===== config.mk =====
export PLATFORM = sky130hd
export DESIGN_NAME = mdio_master
export DESIGN_NICKNAME = d
export VERILOG_FILES = /design/src/rtl/mdio_pkg.sv /design/src/rtl/mdio_ctrl.sv /design/src/rtl/mdio_datapath.sv /design/src/rtl/mdio_master.sv
export SDC_FILE = /design/constraint.sdc
export NUM_CORES = 1
export LEC_CHECK = 0
export BUFFER_PORTS_ARGS = -buffer_cell sky130_fd_sc_hd__buf_2
export CORE_MARGIN = 2
export CORE_UTILIZATION = 42
export CTS_CLUSTER_SIZE = 40
export DETAILED_ROUTE_END_ITERATION = 10
export SYNTH_ARGS = -nofsm -noshare
export SYNTH_HDL_FRONTEND = slang
export SYNTH_HIERARCHICAL = 1
export SYNTH_SLANG_ARGS = --single-unit

===== constraint.sdc =====
create_clock -name clk -period 3.2 [get_ports clk]
set_input_delay 0.16 -clock clk [delete_from_list [all_inputs] [get_ports clk]]
set_output_delay 0.16 -clock clk [all_outputs]
set_load 0.005 [all_outputs]

===== src/rtl/mdio_pkg.sv =====
package mdio_pkg;
  // register select values
  localparam logic [1:0] REG_CFG   = 2'd0;
  localparam logic [1:0] REG_WDATA = 2'd1;
  localparam logic [1:0] REG_RDATA = 2'd2;
  localparam logic [1:0] REG_CMD   = 2'd3;

  localparam int FRAME_BITS = 32;
  localparam int DATA_W     = 16;
  localparam int TA_IDX     = 14;  // first turnaround bit inside the frame
  localparam int DATA_IDX   = 16;  // first data bit inside the frame

  // strobes from control to datapath
  typedef struct packed {
    logic load;
    logic shift;
    logic sampleTa;
    logic sampleData;
    logic finish;
    logic preamble;
  } mdioStrobes_t;
endpackage


===== src/rtl/mdio_ctrl.sv =====
module mdio_ctrl
  import mdio_pkg::*;
#(
  parameter int CLK_HALF = 4,
  parameter int PRE_BITS = 32
) (
  input  logic         clk,
  input  logic         rstN,
  input  logic         cmdGo,
  input  logic         cmdRead,
  input  logic         preEn,
  output logic         mdc,
  output logic         mdioOe,
  output mdioStrobes_t strobes
);
  localparam int DIV_W = $clog2(CLK_HALF + 1);
  localparam int CNT_W = $clog2(PRE_BITS + FRAME_BITS + 1);

  logic             running;
  logic             mdcQ;
  logic             readQ;
  logic [DIV_W-1:0] divCnt;
  logic [CNT_W-1:0] bitCnt;
  logic [CNT_W-1:0] preLen;
  logic [CNT_W-1:0] frameIdx;
  logic             inPre;
  logic             tick;
  logic             rise;
  logic             fall;
  logic             lastBit;

  assign inPre    = bitCnt < preLen;
  assign frameIdx = bitCnt - preLen;
  assign tick     = running && (divCnt == DIV_W'(CLK_HALF - 1));
  assign rise     = tick && !mdcQ;
  assign fall     = tick && mdcQ;
  assign lastBit  = bitCnt == (preLen + CNT_W'(FRAME_BITS - 1));

  always_comb begin
    strobes            = '0;
    strobes.load       = cmdGo && !running;
    strobes.shift      = fall && !inPre && !lastBit;
    strobes.sampleTa   = rise && readQ && !inPre && (frameIdx == CNT_W'(TA_IDX + 1));
    strobes.sampleData = rise && readQ && !inPre && (frameIdx >= CNT_W'(DATA_IDX));
    strobes.finish     = fall && lastBit;
    strobes.preamble   = inPre;
  end

  always_ff @(posedge clk) begin
    if (!rstN) begin
      running <= 1'b0;
      mdcQ    <= 1'b0;
      readQ   <= 1'b0;
      divCnt  <= '0;
      bitCnt  <= '0;
      preLen  <= '0;
    end else if (strobes.load) begin
      running <= 1'b1;
      mdcQ    <= 1'b0;
      readQ   <= cmdRead;
      divCnt  <= '0;
      bitCnt  <= '0;
      preLen  <= preEn ? CNT_W'(PRE_BITS) : '0;
    end else if (running) begin
      if (tick) begin
        divCnt <= '0;
        mdcQ   <= ~mdcQ;
        if (fall) begin
          if (lastBit) running <= 1'b0;
          else         bitCnt  <= bitCnt + 1'b1;
        end
      end else begin
        divCnt <= divCnt + 1'b1;
      end
    end
  end

  assign mdc    = mdcQ;
  assign mdioOe = running && !(readQ && !inPre && (frameIdx >= CNT_W'(TA_IDX)));


  mdc_idle_low_chk: assert property (@(posedge clk) disable iff (!rstN)
    !running |-> !mdc);


  mdc_half_period_chk: assert property (@(posedge clk) disable iff (!rstN)
    (running && !tick && !strobes.load) |=> $stable(mdc));


  oe_release_hold_chk: assert property (@(posedge clk) disable iff (!rstN)
    (running && readQ && !mdioOe) |=> (!mdioOe));
endmodule


===== src/rtl/mdio_datapath.sv =====
module mdio_datapath
  import mdio_pkg::*;
(
  input  logic         clk,
  input  logic         rstN,
  input  logic [1:0]   busAddr,
  input  logic         busWrEn,
  input  logic [31:0]  busWrData,
  output logic [31:0]  busRdData,
  input  logic         mdioIn,
  input  mdioStrobes_t strobes,
  output logic         mdioOut,
  output logic         cmdGo,
  output logic         cmdRead,
  output logic         preEn
);
  logic                    cfgMode;
  logic                    cfgPre;
  logic [DATA_W-1:0]       wrData;
  logic [DATA_W-1:0]       rdData;
  logic [DATA_W-1:0]       capData;
  logic                    wrPend;
  logic                    rdPend;
  logic                    rdValid;
  logic                    taOk;
  logic [FRAME_BITS-1:0]   shiftReg;
  logic [FRAME_BITS-1:0]   frameWord;
  logic                    cmdWr;
  logic                    supported;
  logic                    isRead;
  logic [1:0]              wireSt;
  logic [1:0]              wireOp;
  logic                    busy;
  logic                    unusedHigh;

  assign unusedHigh = ^busWrData[31:16];
  assign cmdWr      = busWrEn && (busAddr == REG_CMD);
  assign busy       = wrPend || rdPend;

  // op decode depends on the global framing mode
  always_comb begin
    supported = 1'b1;
    isRead    = 1'b0;
    wireSt    = 2'b01;
    wireOp    = 2'b01;
    case ({cfgMode, busWrData[1:0]})
      3'b000: begin wireSt = 2'b01; wireOp = 2'b01; end
      3'b001: begin wireSt = 2'b01; wireOp = 2'b10; isRead = 1'b1; end
      3'b100: begin wireSt = 2'b00; wireOp = 2'b00; end
      3'b101: begin wireSt = 2'b00; wireOp = 2'b01; end
      3'b111: begin wireSt = 2'b00; wireOp = 2'b11; isRead = 1'b1; end
      default: supported = 1'b0;
    endcase
  end

  assign frameWord = {wireSt, wireOp, busWrData[6:2], busWrData[11:7],
                      isRead ? 2'b11 : 2'b10,
                      isRead ? {DATA_W{1'b1}} : wrData};
  assign cmdGo   = cmdWr && supported && !busy;
  assign cmdRead = isRead;
  assign preEn   = cfgPre;
  assign mdioOut = strobes.preamble ? 1'b1 : shiftReg[FRAME_BITS-1];

  always_ff @(posedge clk) begin
    if (!rstN) begin
      cfgMode  <= 1'b0;
      cfgPre   <= 1'b1;
      wrData   <= '0;
      rdData   <= '0;
      capData  <= '0;
      wrPend   <= 1'b0;
      rdPend   <= 1'b0;
      rdValid  <= 1'b0;
      taOk     <= 1'b0;
      shiftReg <= '0;
    end else begin
      if (busWrEn && busAddr == REG_CFG) begin
        cfgMode <= busWrData[0];
        cfgPre  <= busWrData[1];
      end
      if (busWrEn && busAddr == REG_WDATA) wrData <= busWrData[DATA_W-1:0];
      if (strobes.load) begin
        shiftReg <= frameWord;
        taOk     <= 1'b0;
        if (isRead) begin
          rdPend  <= 1'b1;
          rdValid <= 1'b0;
        end else begin
          wrPend  <= 1'b1;
        end
      end else if (strobes.shift) begin
        shiftReg <= {shiftReg[FRAME_BITS-2:0], 1'b0};
      end
      if (strobes.sampleTa)   taOk    <= !mdioIn;
      if (strobes.sampleData) capData <= {capData[DATA_W-2:0], mdioIn};
      if (strobes.finish) begin
        wrPend <= 1'b0;
        if (rdPend) begin
          rdPend  <= 1'b0;
          rdValid <= taOk;
          rdData  <= capData;
        end
      end
    end
  end

  always_comb begin
    case (busAddr)
      REG_CFG:   busRdData = {30'd0, cfgPre, cfgMode};
      REG_WDATA: busRdData = {15'd0, wrPend, wrData};
      REG_RDATA: busRdData = {14'd0, rdValid, rdPend, rdData};
      default:   busRdData = '0;
    endcase
  end


  pend_exclusive_chk: assert property (@(posedge clk) disable iff (!rstN)
    !(wrPend && rdPend));


  valid_not_pending_chk: assert property (@(posedge clk) disable iff (!rstN)
    rdPend |-> !rdValid);


  busy_cmd_ignored_chk: assert property (@(posedge clk) disable iff (!rstN)
    (cmdWr && busy && !strobes.finish) |=> ($stable(wrPend) && $stable(rdPend)));


  sample_in_read_chk: assert property (@(posedge clk) disable iff (!rstN)
    (strobes.sampleData || strobes.sampleTa) |-> rdPend);
endmodule


===== src/rtl/mdio_master.sv =====
module mdio_master
  import mdio_pkg::*;
#(
  parameter int CLK_HALF = 4,
  parameter int PRE_BITS = 32
) (
  input  logic        clk,
  input  logic        rstN,
  input  logic [1:0]  busAddr,
  input  logic        busWrEn,
  input  logic [31:0] busWrData,
  output logic [31:0] busRdData,
  output logic        mdc,
  output logic        mdioOe,
  output logic        mdioOut,
  input  logic        mdioIn
);
  mdioStrobes_t strobes;
  logic         cmdGo;
  logic         cmdRead;
  logic         preEn;

  mdio_ctrl #(.CLK_HALF(CLK_HALF), .PRE_BITS(PRE_BITS)) i_ctrl (
    .clk(clk), .rstN(rstN), .cmdGo(cmdGo), .cmdRead(cmdRead), .preEn(preEn),
    .mdc(mdc), .mdioOe(mdioOe), .strobes(strobes)
  );

  mdio_datapath i_datapath (
    .clk(clk), .rstN(rstN), .busAddr(busAddr), .busWrEn(busWrEn),
    .busWrData(busWrData), .busRdData(busRdData), .mdioIn(mdioIn),
    .strobes(strobes), .mdioOut(mdioOut), .cmdGo(cmdGo), .cmdRead(cmdRead),
    .preEn(preEn)
  );
endmodule


Word-level counts from Yosys, hierarchy flattened
Index checks and enable logic that the tools add are counted.
W data, S select, Z words.
{ "word_totals": {"romBits": 0, "latch_bits": 0, "n_memories": 0, "inputBits": 38, "mem_bits_rw": 0, "ff_bits": 106} }
{ "op_classes": {"muxes": 27, "eq_ne": 10, "n_reduce_logical": 40, "div_mod_pow": 0, "n_lt_le_gt_ge": 3, "multipliers": 0, "n_bitwise": 4, "n_shift": 0, "add_sub_neg": 4} }
{ "ops": {"columns": ["cell", "n"], "rows": [
  ["$mux W32", 2],
  ["$pmux W18 S3", 1],
  ["$mux W1", 20],
  ["$logic_and A1 B1 Y1", 19],
  ["$mux W16", 1],
  ["$eq A3 B3 Y1 const B", 3],
  ["$add A7 B1 Y7 const B", 1],
  ["$add A7 B5 Y7 const B", 1],
  ["$eq A7 B4 Y1 const B", 1],
  ["$eq A7 B7 Y1", 1],
  ["$ge A7 B4 Y1 const B", 1],
  ["$ge A7 B5 Y1 const B", 1],
  ["$logic_not A1 Y1", 7],
  ["$lt A7 B7 Y1", 1],
  ["$sub A7 B7 Y7", 1],
  ["$mux W6", 1],
  ["$pmux W2 S3", 1],
  ["$reduce_and A2 Y1", 3],
  ["$reduce_or A2 Y1", 3],
  ["$reduce_or A5 Y1", 1],
  ["$eq A2 B2 Y1 const B", 2],
  ["$not A1 Y1", 4],
  ["$reduce_and A4 Y1", 1],
  ["$reduce_bool A2 Y1", 2],
  ["other kinds (9)", 9]
]} }

Longest topological paths before layout
{ "depth": {"ltp_word": 9, "depth_mapped": 11, "depth_no_buf": 10} }

Hierarchy
Netlist, hierarchy kept.
{ "by_module_without_submodules": {"columns": ["mod", "cells_per_inst", "instances", "seq_area_each_um2", "area_per_inst_um2"], "rows": [
  ["mdio_datapath", 424, 1, 1721.7, 3836.2],
  ["mdio_ctrl", 88, 1, 280.3, 775.7]
]} }

Worst setup path before layout
No wires, ideal clock.
{ "synth_path": {"kind": "flip-flop to flip-flop", "from": "register i_ctrl.bitCnt[5]", "to": "register i_datapath.capData[10]", "synth_period_minus_slack_ns": 1.982, "required_ns": 3.072, "n_path_buf": 2, "arrival_ns": 1.854, "path_slack_ns": 1.218, "path_stages_with_launch": 12, "cell_sequence": "dfxtp_1 -> inv_1 -> ha_1 -> ha_1 -> nand2b_1 -> nor2_1 -> nand2_1 -> nor2b_1 -> buf_2 -> buf_2 -> mux2i_1 -> nor2_1"} }
{ "synth_rtl": {"columns": ["element", "line", "source"], "rows": [
  ["start: declaration", "mdio_ctrl.sv:23", "logic [CNT_W-1:0] bitCnt;"],
  ["start signal: assignment", "mdio_ctrl.sv:70", "else bitCnt <= bitCnt + 1'b1;"],
  ["end signal: assignment", "mdio_datapath.sv:95", "if (strobes.sampleData) capData <= {capData[DATA_W-2:0], mdioIn};"],
  ["end: declaration", "mdio_datapath.sv:21", "logic [DATA_W-1:0] capData;"]
]} }

==> metrics.cfg <==
[place]
dp_hpwl_um=6508
gp_congestion=0.8394
numPortBuffers=42
placed_cells=662

[global_route]
grt_max_degree=55
grt_pass1_vias=3158
grt_use_total_pct=16.53
grt_overflow=0
antenna_found_initial=0
grt_pass1_wl_um=15320

[drt]
drc=0
wirelength_um=9107
wl_per_cell_um=13.43
viasPerCell=4.991
drt_first_pass_iters=4
drt_iter0_drc=127
postRouteAntennaNets=0
vias=3384

[critical_path]
r2r_slack_ns=0.80
criticalPathCategory=reg2reg
rr_endpoint=i_datapath/shiftReg[5]
critPathMaxFanout=18
worstPathArrival_ns=2.67
start_kind=register
r2r_cells=7
rr_startpoint=i_ctrl/bitCnt[1]
endpoint_kind=register
crit_required_ns=3.47

[logic_synthesis]
synth.distinct_cells=52
synth-xor-area-share_pct=1.546
ys_ff_latch=100
yosys_warnings=6
syn_area_sq_um=4612
synth-compound-area-share_pct=15.93
synthSimpleGateAreaFrac_pct=16.41
synthArstFlopShare_pct=0
syn_avg_cell_area_sq_um=9.008
yosys_most_used_dff=dfxtp_1
synth_top_family_by_area=simple AND/OR/NAND/NOR gates
synth-seq-area-share_pct=43.41
synth_edf_count=0
synthAdderAreaFrac_pct=1.356
synth.area.mux_share_pct=12.02
syn_inst=512

[worst_hold_path]
holdPathStages=3
hold_path_class=in2reg
worst_hold_path.endpoint=i_datapath/wrData[14]
hp-start=busWrData[14]

[sta]
post-route-min-period_ns=2.398
drv_slew=0
finalClockSkew_ns=0.01361
finalSetupTns_ns=0
max_freq_mhz=416.9
tightest_slew_ns=1.116
fin_crit_sh_pct=74.95
timing.final.hold_violations=0
max_slew_margin_pct=25.42
setup_viol=0
rsz0062_at_grt=false

[cts]
cts_setup_buffers=0
clock_sinks=100
cts_max_level=3
cts_tree=yes
cts_buffers=9
cts_buffer_depth=2
clockRootBuffer=clkbuf_8
cts_hold_buf=0
worst_skew_pair.late_latency_ns=0.38
post_cts_resized=0
clkTransAtPathRegs_ns=0.10

[floorplan]
die_y_um=108.8
die_w_um=108.8
initial_core_util_pct=42.73
die-area_sq_um=11840
core_region_area_sq_um=10790
io_pins=73
row_count=38

[cells_and_area]
final_common_cell=dfxtp_1
final_layout_size_suffix_gt1_share_pct=17.84
antenna_cells=0
area_delta_synth_final_pct=8.139
final_cell_mix=dfxtp_1 (100), nand2_1 (98), a21oi_1 (50)
layoutNonFillerInstCount=678
layout.nets=576

[pwr]
ir_drop_mv=0.2808
p_leak_nw=1.772
cellPowerDensity_nw_per_um2=462.0

[job]
cap_viol_max_count=0

[run_status]
status=completed

## worst max-delay path, stage by stage (launching register included)
cell and delay, ns:
dfxtp_1 0.41, ha_1 0.23, nand4_1 0.23, o21ai_2 0.52
nor2_4 0.21, buf_4 0.28, mux2i_1 0.15, a221oi_1 0.27
## final cells by class
| class | instances | area, sq um |
|---|---|---|
| clock buffers | 10 | 127.6 |
| clock inverters | 6 | 87.58 |
| fillers | 1025 | 5806 |
| inverters | 24 | 90.09 |
| multi-input cells | 349 | 2242 |
| flip-flops and latches | 100 | 2002 |
| well taps | 140 | 175.2 |
| repair buffers | 49 | 262.8 |
## registers in the layout (all words and copies together), names as in the netlist, 3 cells and up
register,flops
i_datapath/shiftReg,32
i_datapath/capData,16
i_datapath/rdData,16
i_datapath/wrData,16
i_ctrl/bitCnt,7
i_ctrl/divCnt,3
## worst max path at each step
stage                              to  cells after the start              from  slack, ns
5_1_grt            i_datapath/rdValid                      6  i_ctrl/bitCnt[1]       0.53
2_1_floorplan  i_datapath/capData[10]                     11  i_ctrl/bitCnt[5]       1.22
3_5_place_dp   i_datapath/shiftReg[5]                      8  i_ctrl/bitCnt[5]       0.80
4_1_cts        i_datapath/shiftReg[5]                      8  i_ctrl/bitCnt[5]       0.78
3_3_place_gp   i_datapath/shiftReg[6]                      8  i_ctrl/bitCnt[5]       0.87
6_report       i_datapath/shiftReg[5]                      7  i_ctrl/bitCnt[1]       0.80
## report_power, final
part | internal (mW) | total, mW | switching (mW)
combinational | 0.0538 | 0.143 | 0.0888
clock | 0.442 | 0.881 | 0.439
sequential | 1.27 | 1.28 | 0.0145
## cells in the mapped netlist, types with 5 or more instances
cell | n | share of area, %
nand2_1 | 98 | 8.0
buf_4 | 23 | 3.7
dfxtp_1 | 100 | 43
inv_1 | 24 | 2.0
buf_6 | 5 | 1.2
o21ai_0 | 7 | 0.76
buf_2 | 13 | 1.4
a21oi_1 | 50 | 5.4
nor2b_1 | 7 | 0.95
nor2_1 | 28 | 2.3
a211oi_1 | 5 | 0.81
clkbuf_1 | 8 | 0.65
mux2_2 | 11 | 2.7
mux2i_1 | 43 | 9.3
a22o_1 | 15 | 2.8
ha_1 | 5 | 1.4
a221oi_1 | 7 | 1.3
a221oi_2 | 8 | 2.6
## layer usage
| layer | part of all wire, % | global-route usage, % | vias to the layer above |
|---|---|---|---|
| met3 | 3.4 | 3.646 | 10 |
| li1 | - | - | 1758 |
| met1 | 49 | 21.98 | 1575 |
| met2 | 46 | 26.61 | 41 |
| met5 | 0 | 0 | - |
| met4 | 1.4 | 5.495 | 0 |
## cells by family after synthesis
| group | after synthesis |
|---|---|
| buffers and inverters | 76 |
| DFF | 100 |
| and+or+nand+nor | 167 |
| AOI/OAI and AO/OA | 103 |
| muxes | 54 |
| xor gates and xnor gates | 6 |
| adders and majority gates | 5 |
| other | 1 |
## stage by stage
step	cell area [sq um]	power, mW	utilization [%]	hold WS (ns)	setup WS (ns)
floorplan	4661	1.426	-	0.2219	1.218
global placement	4772	1.450	44.22	0.4033	0.8698
detailed placement	4772	1.452	44.22	0.4090	0.8010
CTS	4987	2.324	46.21	0.0006380	0.7831
global route	4987	2.394	46.21	0.01761	0.5329
finish	4987	2.304	46.21	0.008823	0.8016
(Power assumes the default switching activity.)
